## config.mk

```make
export PLATFORM = sky130hd
export DESIGN_NAME = brx_clk_recovery
export DESIGN_NICKNAME = d
export VERILOG_FILES = /design/src/rtl/brx_pkg.sv /design/src/rtl/brx_cfg_regs.sv /design/src/rtl/brx_tick_gen.sv /design/src/rtl/brx_data_filter.sv /design/src/rtl/brx_phase_loop.sv /design/src/rtl/brx_clk_recovery.sv
export SDC_FILE = /design/constraint.sdc
export NUM_CORES = 1
export LEC_CHECK = 0
export BUFFER_PORTS_ARGS = -buffer_cell sky130_fd_sc_hd__buf_4
export CORE_MARGIN = 2
export CORE_UTILIZATION = 40
export DETAILED_ROUTE_END_ITERATION = 12
export GPL_ROUTABILITY_DRIVEN = 0
export MAX_ROUTING_LAYER = met4
export PLACE_DENSITY = 0.53
export SLEW_MARGIN = 0
export SYNTH_ARGS = -nofsm -noshare
export SYNTH_HDL_FRONTEND = slang
export SYNTH_SLANG_ARGS = --single-unit
export TNS_END_PERCENT = 50
```

## constraint.sdc

```tcl
create_clock -name clk -period 5.15 [get_ports clk]
set_clock_uncertainty 0.2 [all_clocks]
set_input_delay 0.515 -clock clk [delete_from_list [all_inputs] [get_ports clk]]
set_output_delay 0.515 -clock clk [all_outputs]
set_load 0.05 [all_outputs]
```

## src/rtl/brx_pkg.sv

```systemverilog
package brx_pkg;

  localparam int SPB    = 29;  // sample ticks per bit
  localparam int CENTER = 14;  // strobe phase

  typedef struct packed {
    logic       cs;
    logic [6:0] r;
  } rate_cfg_t;

  typedef struct packed {
    logic       al;
    logic       ml;
    logic       sp5;
    logic       sf;
    logic       sp3;
    logic [2:0] thr;
  } filt_cfg_t;

  localparam logic [7:0] RATE_RST = 8'h13;
  localparam logic [7:0] FILT_RST = 8'h94;

endpackage

```

## src/rtl/brx_cfg_regs.sv

```systemverilog
module brx_cfg_regs
  import brx_pkg::*;
(
  input  logic      clk,
  input  logic      rst_n,
  input  logic      rate_wr,
  input  logic [7:0] rate_byte,
  input  logic      filt_wr,
  input  logic [7:0] filt_byte,
  output rate_cfg_t rate_cfg,
  output filt_cfg_t filt_cfg,
  output logic      cfg_chg
);

  logic [7:0] rate_q, rate_d;
  logic [7:0] filt_q, filt_d;

  always_comb begin
    rate_d = rate_wr ? rate_byte : rate_q;
    filt_d = filt_wr ? filt_byte : filt_q;
  end

  always_ff @(posedge clk or negedge rst_n) begin
    if (!rst_n) begin
      rate_q <= RATE_RST;
      filt_q <= FILT_RST;
    end else begin
      rate_q <= rate_d;
      filt_q <= filt_d;
    end
  end

  assign rate_cfg = rate_cfg_t'(rate_q);
  assign filt_cfg = filt_cfg_t'(filt_q);
  assign cfg_chg  = rate_wr | filt_wr;

endmodule

```

## src/rtl/brx_tick_gen.sv

```systemverilog
module brx_tick_gen #(
  parameter int R_W     = 7,
  parameter int PRE_DIV = 8
) (
  input  logic           clk,
  input  logic           rst_n,
  input  logic           restart,
  input  logic           cs,
  input  logic [R_W-1:0] r,
  output logic           tick
);

  localparam int PRE_W = $clog2(PRE_DIV);
  localparam int CNT_W = R_W + PRE_W;

  logic [CNT_W-1:0] cnt_q, cnt_d, base, lim;

  always_comb begin
    base  = {{PRE_W{1'b0}}, r} + CNT_W'(1);
    lim   = (cs ? (base << PRE_W) : base) - CNT_W'(1);
    tick  = (cnt_q == lim);
    cnt_d = (restart || tick) ? '0 : cnt_q + CNT_W'(1);
  end

  always_ff @(posedge clk or negedge rst_n) begin
    if (!rst_n) cnt_q <= '0;
    else        cnt_q <= cnt_d;
  end

endmodule

```

## src/rtl/brx_data_filter.sv

```systemverilog
module brx_data_filter #(
  parameter int ACC_W = 8,
  parameter int SHIFT = 2
) (
  input  logic clk,
  input  logic rst_n,
  input  logic din,
  input  logic tick,
  input  logic dig_en,
  output logic dout
);

  localparam logic [ACC_W-1:0] FULL = '1;
  localparam logic [ACC_W-1:0] HI_T = ACC_W'((2 ** ACC_W) * 5 / 8);
  localparam logic [ACC_W-1:0] LO_T = ACC_W'((2 ** ACC_W) * 3 / 8);

  logic [ACC_W-1:0] acc_q, acc_d;
  logic             out_q, out_d;
  logic signed [ACC_W:0] diff, step;

  always_comb begin
    diff  = $signed({1'b0, (din ? FULL : '0)}) - $signed({1'b0, acc_q});
    step  = diff >>> SHIFT;
    acc_d = acc_q;
    out_d = out_q;
    if (!dig_en) begin
      out_d = din;
    end else if (tick) begin
      acc_d = acc_q + step[ACC_W-1:0];
      if (acc_d > HI_T)      out_d = 1'b1;
      else if (acc_d < LO_T) out_d = 1'b0;
    end
  end

  always_ff @(posedge clk or negedge rst_n) begin
    if (!rst_n) begin
      acc_q <= '0;
      out_q <= 1'b0;
    end else begin
      acc_q <= acc_d;
      out_q <= out_d;
    end
  end

  assign dout = out_q;

endmodule

```

## src/rtl/brx_phase_loop.sv

```systemverilog
module brx_phase_loop #(
  parameter int SPB       = 29,
  parameter int CENTER    = 14,
  parameter int FAST_STEP = 3,
  parameter int SLOW_STEP = 1,
  parameter int LOCK_CNT  = 8,
  parameter int LOCK_TOL  = 1
) (
  input  logic clk,
  input  logic rst_n,
  input  logic tick,
  input  logic d,
  input  logic fast,
  input  logic clr_lock,
  output logic bit_stb,
  output logic bit_data,
  output logic locked,
  output logic [$clog2(SPB)-1:0] ph
);

  localparam int PH_W = $clog2(SPB);
  localparam int LK_W = $clog2(LOCK_CNT + 1);

  logic [PH_W-1:0] ph_q, ph_d;
  logic            prev_q, prev_d;
  logic            stb_q, stb_d, dat_q, dat_d;
  logic [LK_W-1:0] lk_q, lk_d;
  logic            lock_q, lock_d;
  logic            trans;
  int              p, err, gain, corr, n;

  always_comb begin
    p     = int'(ph_q);
    trans = tick && (d != prev_q);
    err   = (p <= CENTER) ? p : p - SPB;
    gain  = fast ? FAST_STEP : SLOW_STEP;
    if (err > gain)       corr = gain;
    else if (err < -gain) corr = -gain;
    else                  corr = err;
    n = p + 1 - (trans ? corr : 0);
    if (n >= SPB)   n = n - SPB;
    else if (n < 0) n = n + SPB;

    ph_d   = tick ? PH_W'(n) : ph_q;
    prev_d = tick ? d : prev_q;
    stb_d  = tick && (p == CENTER);
    dat_d  = stb_d ? d : dat_q;

    lk_d   = lk_q;
    lock_d = lock_q;
    if (clr_lock) begin
      lk_d   = '0;
      lock_d = 1'b0;
    end else if (trans) begin
      if (err <= LOCK_TOL && err >= -LOCK_TOL) begin
        if (int'(lk_q) == LOCK_CNT - 1) lock_d = 1'b1;
        else                            lk_d   = lk_q + LK_W'(1);
      end else begin
        lk_d = '0;
      end
    end
  end

  always_ff @(posedge clk or negedge rst_n) begin
    if (!rst_n) begin
      ph_q   <= '0;
      prev_q <= 1'b0;
      stb_q  <= 1'b0;
      dat_q  <= 1'b0;
      lk_q   <= '0;
      lock_q <= 1'b0;
    end else begin
      ph_q   <= ph_d;
      prev_q <= prev_d;
      stb_q  <= stb_d;
      dat_q  <= dat_d;
      lk_q   <= lk_d;
      lock_q <= lock_d;
    end
  end

  assign bit_stb  = stb_q;
  assign bit_data = dat_q;
  assign locked   = lock_q;
  assign ph       = ph_q;

endmodule

```

## src/rtl/brx_clk_recovery.sv

```systemverilog
module brx_clk_recovery
  import brx_pkg::*;
#(
  parameter int ACC_W     = 8,
  parameter int FLT_SHIFT = 2,
  parameter int LOCK_CNT  = 8
) (
  input  logic       clk,
  input  logic       rst_n,
  input  logic       din,
  input  logic       rate_wr,
  input  logic [7:0] rate_byte,
  input  logic       filt_wr,
  input  logic [7:0] filt_byte,
  output logic       bit_stb,
  output logic       bit_data,
  output logic       locked,
  output logic       fast_trk,
  output logic [4:0] side_cfg
);

  localparam int PH_W = $clog2(SPB);

  logic [1:0]      rst_pipe;
  logic            rst_int_n;
  logic [1:0]      din_pipe;
  rate_cfg_t       rate_cfg;
  filt_cfg_t       filt_cfg;
  logic            cfg_chg, tick, dflt, lock_w;
  logic [PH_W-1:0] ph_dbg;

  always_ff @(posedge clk or negedge rst_n) begin
    if (!rst_n) rst_pipe <= 2'b00;
    else        rst_pipe <= {rst_pipe[0], 1'b1};
  end
  assign rst_int_n = rst_pipe[1];

  always_ff @(posedge clk or negedge rst_int_n) begin
    if (!rst_int_n) din_pipe <= 2'b00;
    else            din_pipe <= {din_pipe[0], din};
  end

  brx_cfg_regs u_cfg (
    .clk(clk), .rst_n(rst_int_n),
    .rate_wr(rate_wr), .rate_byte(rate_byte),
    .filt_wr(filt_wr), .filt_byte(filt_byte),
    .rate_cfg(rate_cfg), .filt_cfg(filt_cfg), .cfg_chg(cfg_chg)
  );

  brx_tick_gen #(.R_W(7), .PRE_DIV(8)) u_tick (
    .clk(clk), .rst_n(rst_int_n), .restart(rate_wr),
    .cs(rate_cfg.cs), .r(rate_cfg.r), .tick(tick)
  );

  brx_data_filter #(.ACC_W(ACC_W), .SHIFT(FLT_SHIFT)) u_flt (
    .clk(clk), .rst_n(rst_int_n), .din(din_pipe[1]), .tick(tick),
    .dig_en(filt_cfg.sf), .dout(dflt)
  );

  always_comb fast_trk = filt_cfg.al ? !lock_w : filt_cfg.ml;

  brx_phase_loop #(
    .SPB(SPB), .CENTER(CENTER), .FAST_STEP(3), .SLOW_STEP(1),
    .LOCK_CNT(LOCK_CNT), .LOCK_TOL(1)
  ) u_loop (
    .clk(clk), .rst_n(rst_int_n), .tick(tick), .d(dflt), .fast(fast_trk),
    .clr_lock(cfg_chg), .bit_stb(bit_stb), .bit_data(bit_data),
    .locked(lock_w), .ph(ph_dbg)
  );

  assign locked   = lock_w;
  assign side_cfg = {filt_cfg.sp5, filt_cfg.sp3, filt_cfg.thr};

endmodule

```

Word-level counts from Yosys, hierarchy flattened. Index checks and enable logic that the tools add are counted.

Bits in registers: 52. Input bits: 21. Output and inout bits: 9. Logic and storage cells: 77.

Add/subtract/negate cells: 12. Magnitude comparators: 9. Equal/unequal tests: 7. Multiplexer cells: 23. Bitwise gates (word level): 1. Reductions and logical operators: 12.

Operators by type and width (count): 32-bit 2-to-1 mux (4); 32-bit by 1-bit >= comparator with 1-bit output (second input constant) (1); 32-bit by 6-bit >= comparator with 1-bit output (second input constant) (1); 32-bit greater-than comparator (1); 32-bit by 2-bit <= comparator with 1-bit output (second input constant) (1); 32-bit by 1-bit less-than comparator with 1-bit output (second input constant) (1); 32-bit less-than comparator (1); 32-bit negator (1); 7-bit by 32-bit subtractor with 32-bit output (1); 10-bit 2-to-1 mux (2); 4-bit 2-to-1 mux (4); 10-bit by 1-bit adder with 10-bit output (second input constant) (1); 10-bit equality test (1); 5-bit 2-to-1 mux (2); 10-bit by 1-bit subtractor with 10-bit output (second input constant) (1); 1-bit 2-to-1 mux (9); 8-bit by 8-bit subtractor with 9-bit output (1); 7-bit by 1-bit adder with 8-bit output (second input constant) (1); 8-bit adder (1); 8-bit greater-than comparator (second input constant) (1); 8-bit by 7-bit less-than comparator with 1-bit output (second input constant) (1); 8-bit 2-to-1 mux (1); 5-bit by 1-bit adder with 6-bit output (second input constant) (1); 2-bit AND reduction (3); 18 further kinds (22).

Longest topological paths before layout. Gate-level depths: netlist of run 1.

Depth in word-level cells: 12. Depth in mapped cells: 31.

Modules after synthesis. Synthesis of run 1 repeated with hierarchy kept, for this count alone.

Cell total of the unflattened synthesis: 559. Area total of the unflattened synthesis: 5142.4 sq um.

By module, submodules not included: brx_phase_loop (instances 1, cells an instance 210, area an instance 1761.7 sq um, sequential area each 325.3 sq um); brx_tick_gen (instances 1, cells an instance 187, area an instance 1561.5 sq um, sequential area each 250.2 sq um); brx_data_filter (instances 1, cells an instance 120, area an instance 1024.7 sq um, sequential area each 225.2 sq um); brx_cfg_regs (instances 1, cells an instance 35, area an instance 676.9 sq um, sequential area each 407.9 sq um); brx_clk_recovery (instances 1, cells an instance 7, area an instance 117.6 sq um, sequential area each 100.1 sq um).

Least setup slack after synthesis of run 1. No wires, ideal clock.

Path kind: register to register. Start: register u_cfg.rate_q[1], in the netlist u_cfg.rate_cfg[1]. End: register u_loop.ph_q[4], in the netlist u_loop.ph[4]. Setup time: 0.125 ns. Arrival: 5.494 ns. Setup slack: -0.669 ns. Stages on the path, launching flop included: 29. Period minus slack after synthesis: 5.819 ns. Path through: dfstp_2 ha_1 buf_4 and4_1 buf_2 a21boi_1 o31a_1 xnor2_1 a211oi_1 or4_1 clkbuf_1 and3_1 buf_4 nand2_2 a211o_1 ha_1 a21o_1 a21o_1 a21o_1 a21o_1 a21oi_1 inv_1 nand2_1 ha_1 nor4bb_1 nand4_1 and2b_1 o31ai_1 mux2_2.

Cells in the longest elaborated chain, start to end: 10. Elaborated cells on any way between the ends: 13. Those cells by class: add/sub (5); order compare (2); eq/ne (1); mux (4); reduce/logical (1).

Ends and longest elaborated chain: from (decl) (line brx_cfg_regs.sv:15) `logic [7:0] rate_q, rate_d;`; from (signal assigned) (line brx_cfg_regs.sv:28) `rate_q <= rate_d;`; 7-bit by 1-bit adder with 8-bit output * (line brx_tick_gen.sv:19) `base = {{PRE_W{1'b0}}, r} + CNT_W'(1);`; 10-bit 2-to-1 mux * (line brx_tick_gen.sv:20) `lim = (cs ? (base << PRE_W) : base) - CNT_W'(1);`; 10-bit by 1-bit subtractor with 10-bit output * (line brx_tick_gen.sv:20); 10-bit equality test * (line brx_tick_gen.sv:21) `tick = (cnt_q == lim);`; 1-bit logical AND (line brx_phase_loop.sv:34) `trans = tick && (d != prev_q);`; 32-bit 2-to-1 mux (line brx_phase_loop.sv:40) `n = p + 1 - (trans ? corr : 0);`; 7-bit by 32-bit subtractor with 32-bit output (line brx_phase_loop.sv:40); 32-bit by 1-bit less-than comparator with 1-bit output or 5-bit by 3-bit adder with 5-bit output (tied branches) (line brx_phase_loop.sv:42) `else if (n < 0) n = n + SPB;`; 5-bit 2-to-1 mux (line brx_phase_loop.sv:42); 5-bit 2-to-1 mux (line brx_phase_loop.sv:41) `if (n >= SPB) n = n - SPB;`; to (signal assigned) (line brx_phase_loop.sv:73) `ph_q <= ph_d;`; to (decl) (line brx_phase_loop.sv:24) `logic [PH_W-1:0] ph_q, ph_d;`.

Every way passes the cells marked *; elsewhere a longest branch is shown, timed or not. A chain may end at the register's enable or synchronous reset.

Worst setup path in the final report of run 1. Ends and elaborated chain as after synthesis.

==> results.json, run 1 <==
{
  "stdcell_area_sq_um": 5340,
  "async_reset_ff_frac": 1.00,
  "avgViaCountPerCell": 5.30,
  "yosysTopAreaCell": "dfrtp_1",
  "root_buffer": "clkbuf_8",
  "drtPass1Iterations": 4,
  "rows": 38,
  "insertion_delay_ps": 340,
  "critPathMaxStageDelay_ps": 610,
  "first_global_vias": 3585,
  "clkTransAtPathRegs_ps": 120,
  "yosysWarnings": 0,
  "grt_pass1_wl_mm": 16.6,
  "io_buffers": 29,
  "synth.distinct_cells": 66,
  "area_delta_synth_final_pct": 22.4,
  "crit_fanout": 7,
  "synth_top_area_frac": 0.264,
  "ys_ff_latch": 52,
  "cp-start-kind": "flop",
  "critPathLaunch": "u_cfg.rate_cfg[1]$_DFFE_PN1P_",
  "violations": "negative setup slack",
  "clkPwrFrac": 0.102,
  "vias": 3745,
  "drive_gt1_frac": 0.291,
  "p_int_w": 0.00149,
  "switching_share": 0.448,
  "max_freq_ghz": 0.178,
  "cts_max_path_buffers": 2,
  "drtIter0Drc": 138,
  "worst_pin_slew_ps": 496,
  "r2r_end": "u_loop.ph[4]$_DFFE_PN0P_",
  "critPathKind": "reg2reg",
  "final_cell_mix": "buf_4 (93), nor2_1 (46), dfrtp_1 (43)",
  "rrSetupSlack_ps": -460,
  "final_common_cell": "buf_4",
  "status": "finished, violations left",
  "syn_nets": 558,
  "critPathSlowestCell": "dfstp_2",
  "fin_crit_ps": 5610,
  "floorplan.initialDensity": 0.406,
  "grt.overflow.total": 0,
  "setup_tns_ps": -2110,
  "arrival_ps": 5650,
  "fp.coreArea_sq_um": 10700,
  "seqPwrFrac": 0.196,
  "antenna_found_initial": 0,
  "crit_chain": "ha_4 -> and4_4 -> a21boi_2 -> o31a_1 -> xnor2_2 -> a211oi_2 -> or4_4 -> and3_4 -> nand2_4 -> a211o_1 -> ha_1 -> a21o_1 -> a21o_1 -> a21o_1 -> a21o_1 -> a21oi_2 -> inv_1 -> nand2_1 -> ha_1 -> nor4bb_1 -> nand4_1 -> and2b_1 -> o31ai_1 -> mux2_4",
  "placed_area_sq_um": 5100,
  "setup_slack_ps": -464,
  "synth.area.top_cells": "dfrtp_1 (26%), ha_1 (12%), xnor2_1 (6.2%)",
  "htree_levels": 2,
  "wl_mm": 9.96,
  "cts_made_buffers": 5,
  "crit_path_end_kind": "flop",
  "p_sw_w": 0.00122,
  "setup_violations": 5,
  "worstSetupEndpoint": "u_loop.ph[4]$_DFFE_PN0P_",
  "cap_violations": 0,
  "antenna_left": 0,
  "required_ps": 5180,
  "max-slew-margin-rel": 0.668,
  "wire_per_inst_um": 14.1,
  "dp_hpwl_mm": 7.45,
  "ys.flop_type": "dfrtp_1",
  "drc": 0,
  "reg2regPathDepth": 24,
  "final_util": 0.497,
  "synth.yosys.seq_area_share": 0.300,
  "rsz0062_at_grt": "yes",
  "p_total_w": 0.00271,
  "cts_tree": "built",
  "syn-cell-area_sq_um": 4360,
  "p_leak_nw": 2.41,
  "hold_viol": 0,
  "postSynthCellCount": 492,
  "timing.final.crit_share": 1.09,
  "diodes": 0,
  "grt_max_degree": 33,
  "chipWidth_um": 108,
  "power_density_nw_per_um2": 508,
  "dieArea_sq_um": 11800,
  "hp-class": "reg2async",
  "r2r_start": "u_cfg.rate_cfg[1]$_DFFE_PN1P_",
  "cts_sinks": 52,
  "track_usage": 0.183,
  "dieHeight_um": 108,
  "avgSynthCellArea_sq_um": 8.87,
  "combPwrFrac": 0.702,
  "ioPinCount": 30,
  "nNetsFinal": 632,
  "ir_drop_mv": 0.343,
  "synth_edf_count": 0,
  "cpMostUsedCell": "a21o_1",
  "drv_slew": 0
}
[logic make-up after synthesis]
| kind of cell | after synthesis | share of synthesized area |
|---|---|---|
| adders and majority gates | 45 | 0.132 |
| DFF | 52 | 0.300 |
| muxes | 24 | 0.0614 |
| AOI/OAI and AO/OA | 100 | 0.152 |
| and+or+nand+nor | 170 | 0.206 |
| buffers and inverters | 55 | 0.0568 |
| other | 1 | 0.000860 |
| xor gates and xnor gates | 45 | 0.0903 |
[sequential cells by signal (all words and copies together) (netlist names), 2 cells and up]
register	cells
rst_pipe	2
u_cfg.rate_cfg	8
din_pipe	2
u_tick.cnt_q	10
u_flt.acc_q	8
u_loop.lk_q	4
u_loop.ph	5
u_cfg.filt_cfg	8
[worst max-delay path, delay by kind of cell, from the launching register on]
family                   cells  cell delay, ps
AND/OR/NAND/NOR              8            1900
AO/OA/AOI/OAI               10            1690
flip-flops                   1             610
adder cells (fa/ha/maj)      3             550
multiplexers                 1             250
XOR/XNOR                     1             230
buffers and inverters        1              80
[worst min path at each step]
stage	cells past startpoint	slack (ps)	to	start
4_1_cts	0	30	u_cfg.filt_cfg[1]$_DFFE_PN0P_	rst_pipe[1]$_DFF_PN0_
6_report	0	5	u_cfg.filt_cfg[1]$_DFFE_PN0P_	rst_pipe[1]$_DFF_PN0_
5_1_grt	1	50	din_pipe[0]$_DFF_PN0_	din
2_1_floorplan	0	20	rst_pipe[0]$_DFF_PN0_	rst_n
3_3_place_gp	0	10	u_cfg.filt_cfg[1]$_DFFE_PN0P_	rst_pipe[1]$_DFF_PN0_
3_5_place_dp	0	10	u_cfg.filt_cfg[3]$_DFFE_PN0P_	rst_pipe[1]$_DFF_PN0_
[metal layers]
| layer | routed length (um) | part of all wire | vias to the layer above | track usage |
|---|---|---|---|---|
| li1 | - | - | 1903 | - |
| met1 | 4810 | 0.48 | 1770 | 0.234 |
| met5 | 0 | 0 | - | - |
| met3 | 273 | 0.027 | 12 | 0.0368 |
| met4 | 138 | 0.014 | 0 | 0.0458 |
| met2 | 4740 | 0.48 | 60 | 0.296 |
[metrics by stage]
step	setup slack, ps	cells	hold WS, ps
2_1_floorplan	-350	492	19.4
3_3_place_gp	-401	693	13.9
3_5_place_dp	-533	693	13.9
4_1_cts	-410	704	26.3
5_1_grt	-722	707	47.0
6_report	-464	707	5.43
[synthesized netlist by cell type, drive strengths merged, types with 4 or more instances]
cell    count
a211oi      5
a21o        9
a21oi      24
a31oi       8
and3        4
buf        12
clkbuf     15
dfrtp      46
dfstp       6
ha         43
inv        28
mux2       22
nand2      28
nand2b      5
nand3      18
nand3b      4
nand4       8
nor2       48
nor2b       7
nor3       19
nor4        4
o211ai      4
o21a        6
o21ai      19
o31ai       4
or4         5
xnor2      31
xor2       14
[power by group through the flow]
stage | registers (W) | logic (W) | clock network [W]
after floorplan | 0.000521 | 0.00128 | 0
after global placement | 0.000537 | 0.00180 | 0
after detailed placement | 0.000537 | 0.00182 | 0
after CTS | 0.000531 | 0.00186 | 0.000292
after global routing | 0.000543 | 0.00213 | 0.000309
final | 0.000532 | 0.00190 | 0.000276
[what timing repair did]
action | CTS | global route
hold buffers | 1 | 0
gates resized for setup | 6 | 17
endpoints found under the setup margin | 5 | 5
pin swaps | 5 | 13
buffers inserted | 2 | 3
endpoints found under the hold margin | 2 | 0
[area by class of cell]
cell class,instances,area [sq um]
Clock buffer,5,68.8
Clock inverter,3,33.8
Inverter,28,105
Timing Repair Buffer,94,708
Sequential cell,52,1310
Fill cell,1050,5410
Tap cell,140,175
Multi-Input combinational cell,385,2940
(Power assumes the default switching activity.)
==> run 2, diff against run 1 <==
--- a/config.mk
+++ b/config.mk
@@ -12,6 +12,7 @@
 export GPL_ROUTABILITY_DRIVEN = 0
 export MAX_ROUTING_LAYER = met4
 export PLACE_DENSITY = 0.53
+export RECOVER_POWER = 25
 export SLEW_MARGIN = 0
 export SYNTH_ARGS = -nofsm -noshare
 export SYNTH_HDL_FRONTEND = slang
==> run 2 against run 1 <==
- the flow still finishes with violations (negative setup slack)
- first-iteration DRC count is 0.72% lower
- die area unchanged
- clock power hardly changed
- count of clock-buffer cells in the layout stayed put
- sequential share of layout area barely moved
- sequential power about the same
- combinational power barely moved
- fmax is essentially flat
- setup slack better by 1.1 ps
- sequential cell count unchanged
==> results.json, run 2 (synthesized netlist as in run 1, its figures left out) <==
{
  "antenna_left": 0,
  "floorplan.initialDensity": 0.406,
  "switching_share": 0.448,
  "cts_made_buffers": 5,
  "required_ps": 5180,
  "io_buffers": 29,
  "final_common_cell": "buf_4",
  "cts_tree": "built",
  "regMostFlops": "u_tick.cnt_q",
  "chipWidth_um": 108,
  "fp.coreArea_sq_um": 10700,
  "area_delta_synth_final_pct": 22.2,
  "dpl.cell_count": 693,
  "dp_slack_ps": -533,
  "wl_mm": 9.96,
  "final_cell_mix": "buf_4 (90), nor2_1 (46), dfrtp_1 (44)",
  "setup_violations": 5,
  "avgViaCountPerCell": 5.31,
  "antenna_found_initial": 0,
  "rsz0062_at_grt": "yes",
  "combPwrFrac": 0.702,
  "worst_pin_slew_ps": 753,
  "vias": 3753,
  "clkPwrFrac": 0.102,
  "drtIter0Drc": 137,
  "p_leak_nw": 2.40,
  "clkTransAtPathRegs_ps": 120,
  "grt.overflow.total": 0,
  "drive_gt1_frac": 0.286,
  "violations": "negative setup slack",
  "dieArea_sq_um": 11800,
  "final_cells": 707,
  "largest_reg_flops": 10,
  "root_buffer": "clkbuf_8",
  "grt_pass1_wl_mm": 16.6,
  "insertion_delay_ps": 340,
  "dp_hpwl_mm": 7.45,
  "drc": 0,
  "arrival_ps": 5640,
  "cts_sinks": 52,
  "hp-class": "in2reg",
  "crit_fanout": 7,
  "timing.final.crit_share": 1.09,
  "status": "finished, violations left",
  "cts_max_path_buffers": 2,
  "nNetsFinal": 632,
  "ir_drop_mv": 0.343,
  "track_usage": 0.183,
  "drv_slew": 0,
  "power_density_nw_per_um2": 508,
  "seqPwrFrac": 0.196,
  "dieHeight_um": 108,
  "p_sw_w": 0.00121,
  "fin_crit_ps": 5610,
  "diodes": 0,
  "cp-start-kind": "flop",
  "setup_slack_ps": -463,
  "max-slew-margin-rel": 0.498,
  "htree_levels": 2,
  "first_global_vias": 3585,
  "max_freq_ghz": 0.178,
  "crit_path_end_kind": "flop",
  "grt_max_degree": 33,
  "ioPinCount": 30,
  "hold_viol": 0,
  "cap_violations": 0,
  "drtPass1Iterations": 4,
  "wire_per_inst_um": 14.1,
  "rows": 38,
  "critPathKind": "reg2reg",
  "p_int_w": 0.00149
}
## run 2: changes by cell type in the layout (fill, tap and decap cells not counted)
cell,delta
buf_4,-3
clkbuf_1,+2
clkbuf_4,+1
dfrtp_1,+1
dfrtp_2,-1
## run 2: final cells by class
cell class	count	area, sq um
Clock buffer	5	68.8
Fill cell	1049	5420
Inverter	28	105
Multi-Input combinational cell	385	2940
Tap cell	140	175
Sequential cell	52	1310
Timing Repair Buffer	94	701
Clock inverter	3	33.8
## run 2: timing repair
action | 4_1_cts | 5_1_grt
pin swaps | 5 | 13
hold buffers | 1 | 0
hold endpoints to repair | 2 | 0
resized for setup | 6 | 17
buffers inserted | 2 | 3
setup endpoints to repair | 5 | 5
## run 2: path summary, 6_finish.rpt
kind	from	to	slack (ps)	cells past startpoint
setup reg to reg	u_cfg.rate_cfg[1]$_DFFE_PN1P_	u_loop.ph[4]$_DFFE_PN0P_	-460	24
max in group asynchronous	rst_pipe[1]$_DFF_PN0_	u_cfg.filt_cfg[4]$_DFFE_PN1P_	3660	1
hold reg to reg	rst_pipe[1]$_DFF_PN0_	u_cfg.filt_cfg[1]$_DFFE_PN0P_	120	0
min in group asynchronous	rst_pipe[1]$_DFF_PN0_	u_cfg.filt_cfg[1]$_DFFE_PN0P_	120	0
setup / recovery	u_cfg.rate_cfg[1]$_DFFE_PN1P_	u_loop.ph[4]$_DFFE_PN0P_	-460	24
hold / removal	din	din_pipe[0]$_DFF_PN0_	100	1
## run 2: power groups by stage
stage	sequential (W)	combinational, W	clock (W)
detailed placement	0.000537	0.00182	0
global route	0.000543	0.00213	0.000309
floorplan	0.000521	0.00128	0
global placement	0.000537	0.00180	0
CTS	0.000531	0.00186	0.000292
finish	0.000532	0.00190	0.000276
## run 2: per-layer routing
metal | vias up | track usage | wire [um]
li1 | 1903 | - | -
met5 | - | - | 0
met2 | 64 | 0.296 | 4740
met3 | 12 | 0.0368 | 297
met1 | 1774 | 0.234 | 4790
met4 | 0 | 0.0458 | 138
## run 2: worst max-delay path, cell delays in order (launching register included)
cell and delay (ps):
dfstp_2 610, ha_4 180, and4_4 260, a21boi_2 70, o31a_1 340, xnor2_2 230
a211oi_2 100, or4_4 550, and3_4 210, nand2_4 70, a211o_1 160, ha_1 250
a21o_1 180, a21o_1 160, a21o_1 180, a21o_1 210, a21oi_2 200, inv_1 80
nand2_1 60, ha_1 120, nor4bb_1 210, nand4_1 240, and2b_1 300, o31ai_1 90
mux2_4 250
## run 2: per-stage QoR
stage                     utilization  setup TNS [ps]  area [sq um]  total power (W)  hold slack [ps]
final                           0.496           -2100          5330          0.00271             98.2
after global routing            0.496           -3460          5330          0.00298             69.8
after CTS                       0.489           -1940          5250          0.00268             26.3
after detailed placement        0.475           -2490          5100          0.00236             13.9
after global placement          0.475           -1850          5100          0.00233             13.9
after floorplan                     -           -1540          4430          0.00180             19.4
==> run 3, diff against run 2 <==
--- a/config.mk
+++ b/config.mk
@@ -7,11 +7,11 @@
 export LEC_CHECK = 0
 export BUFFER_PORTS_ARGS = -buffer_cell sky130_fd_sc_hd__buf_4
 export CORE_MARGIN = 2
-export CORE_UTILIZATION = 40
+export CORE_UTILIZATION = 61
 export DETAILED_ROUTE_END_ITERATION = 12
 export GPL_ROUTABILITY_DRIVEN = 0
 export MAX_ROUTING_LAYER = met4
-export PLACE_DENSITY = 0.53
+export PLACE_DENSITY = 0.76
 export RECOVER_POWER = 25
 export SLEW_MARGIN = 0
 export SYNTH_ARGS = -nofsm -noshare
==> run 3 against run 2 <==
- the flow finishes with violations (max-capacitance violations, max-slew violations, negative setup slack)
- register-to-register slack better by 20 ps
- core utilization grew 28 points
- fmax rose by 0.32%
- first-iteration DRC count is 71% higher
- clock power down 4%
- critical path type unchanged
- cell area up 0.31%
- die area decreased by 33%
- largest cell class unchanged
- sequential cell count stayed put
- non-clock buffer count increased by 2
- wire length up 0.97%
==> results.json, run 3 (synthesized netlist as in run 1, its figures left out) <==
{
  "status": "finished, violations left",
  "violations": "max-capacitance violations, max-slew violations, negative setup slack",
  "ioPinCount": 30,
  "track_usage": 0.275,
  "fin_crit_ps": 5590,
  "htree_levels": 2,
  "ir_drop_mv": 0.435,
  "cts_sinks": 52,
  "p_total_w": 0.00270,
  "grt_max_degree": 51,
  "nNetsFinal": 634,
  "seqCellArea_sq_um": 1310,
  "worst_pin_slew_ps": 2050,
  "combPwrFrac": 0.705,
  "antenna_left": 0,
  "diodes": 0,
  "drc": 0,
  "required_ps": 5160,
  "io_buffers": 29,
  "crit_fanout": 5,
  "critPathSlowestCell": "dfstp_2",
  "drv_slew": 51,
  "crit_buf_inv": 3,
  "dieHeight_um": 88.6,
  "cts_tree": "built",
  "hp-class": "in2reg",
  "cp-start-kind": "flop",
  "drive_gt1_frac": 0.301,
  "clkPwrFrac": 0.098,
  "switching_share": 0.449,
  "insertion_delay_ps": 330,
  "first_global_vias": 3683,
  "grt_pass1_wl_mm": 16.6,
  "critPathKind": "reg2reg",
  "floorplan.initialDensity": 0.635,
  "fp.coreArea_sq_um": 6870,
  "avgViaCountPerCell": 5.84,
  "rsz0062_at_grt": "yes",
  "cts_made_buffers": 5,
  "dieArea_sq_um": 7840,
  "antenna_found_initial": 0,
  "wl_mm": 10.1,
  "final_util": 0.778,
  "regMostFlops": "u_tick.cnt_q",
  "dp_slack_ps": -482,
  "timing.final.crit_share": 1.09,
  "max_freq_ghz": 0.179,
  "cts_max_path_buffers": 2,
  "final_cell_mix": "buf_4 (87), nor2_1 (46), dfrtp_1 (46)",
  "dp_hpwl_mm": 7.37,
  "largest_reg_flops": 10,
  "rows": 30,
  "grt.overflow.total": 0,
  "max-slew-margin-rel": -0.368,
  "hold_viol": 0,
  "seqPwrFrac": 0.197,
  "root_buffer": "clkbuf_8",
  "cap_violations": 1,
  "vias": 3884,
  "setup_slack_ps": -445,
  "wire_per_inst_um": 15.1,
  "cpMostUsedCell": "buf_4",
  "critPathMaxStageDelay_ps": 610,
  "crit_path_end_kind": "flop",
  "clkTransAtPathRegs_ps": 120,
  "p_leak_nw": 2.43,
  "setup_tns_ps": -2030,
  "chipWidth_um": 88.6,
  "drtIter0Drc": 234,
  "setup_violations": 5,
  "multi_input_area_sq_um": 2970,
  "power_density_nw_per_um2": 506,
  "num-fill-cells": 452,
  "p_sw_w": 0.00121,
  "cp_top_family": "simple AND/OR/NAND/NOR gates",
  "area_delta_synth_final_pct": 22.5,
  "drtPass1Iterations": 6,
  "p_int_w": 0.00149,
  "final_common_cell": "buf_4",
  "arrival_ps": 5600
}
## run 3: changes by cell type in the layout (fill, tap and decap cells not counted), moves of 2 or more
cell / change
dfrtp_2: -2
nor3_2: +3
buf_6: +3
dfrtp_1: +2
buf_4: -3
nor3_1: -2
## run 3: repair_timing
action,in CTS,in global routing
gates resized for setup,22,11
hold buffers,1,0
hold endpoints to repair,2,0
pin swaps,32,3
endpoints found under the setup margin,5,5
buffers inserted,11,2
## run 3: path summary, 6_finish.rpt
kind	start	to	slack, ps	cells past startpoint
worst min register to register	din_pipe[0]$_DFF_PN0_	din_pipe[1]$_DFF_PN0_	160	0
worst max register to register	u_cfg.rate_cfg[0]$_DFFE_PN1P_	u_loop.ph[0]$_DFFE_PN0P_	-440	27
worst min-delay path	din	din_pipe[0]$_DFF_PN0_	120	1
worst max-delay path	u_cfg.rate_cfg[0]$_DFFE_PN1P_	u_loop.ph[0]$_DFFE_PN0P_	-440	27
max in group asynchronous	rst_pipe[1]$_DFF_PN0_	u_flt.acc_q[6]$_DFFE_PN0P_	2910	0
min in group asynchronous	rst_n	rst_pipe[0]$_DFF_PN0_	320	2
## run 3: final cells by class
cell class | instances | share of cell area
clock buffers | 5 | 0.0129
repair buffers | 96 | 0.138
inverters | 28 | 0.0197
flip-flops and latches | 52 | 0.245
multi-input cells | 385 | 0.556
well taps | 96 | 0.0225
clock inverters | 3 | 0.00632
## run 3: worst register-to-register path, cell delays in order (launching register included)
cell	delay, ps
dfstp_2	610
ha_4	190
and4_4	260
nor3b_4	200
o31a_1	240
xnor2_2	140
buf_4	150
buf_4	100
a31oi_1	60
nor3_4	160
and3_4	220
nand2_4	60
a211o_1	260
buf_4	140
fa_2	350
a21o_1	180
a21oi_2	160
nor2b_1	60
o21a_1	220
o21ai_1	130
ha_1	130
nand2b_1	70
nor4_2	300
nand4_1	220
nor2_2	190
nand4b_1	160
xnor2_1	210
a21oi_1	90
## run 3: per-layer routing
metal	routed length, um	global-route usage	vias up	part of all wire
li1	-	-	1898	-
met1	4610	0.362	1871	0.46
met2	4870	0.447	98	0.48
met3	403	0.0373	17	0.040
met4	169	0.0771	0	0.017
met5	0	-	-	0
## run 3: power groups by stage
stage | clock (W) | sequential, W | combinational, W
finish | 0.000265 | 0.000532 | 0.00191
global route | 0.000287 | 0.000543 | 0.00212
CTS | 0.000272 | 0.000532 | 0.00189
detailed placement | 0 | 0.000539 | 0.00179
global placement | 0 | 0.000535 | 0.00172
floorplan | 0 | 0.000521 | 0.00128
## run 3: through the flow
stage	cell area [sq um]	cells	hold WS (ps)
after floorplan	4430	492	19.4
final	5350	665	121
after global routing	5350	665	106
after CTS	5300	663	92.2
after detailed placement	5020	643	98.9
after global placement	5020	643	97.9
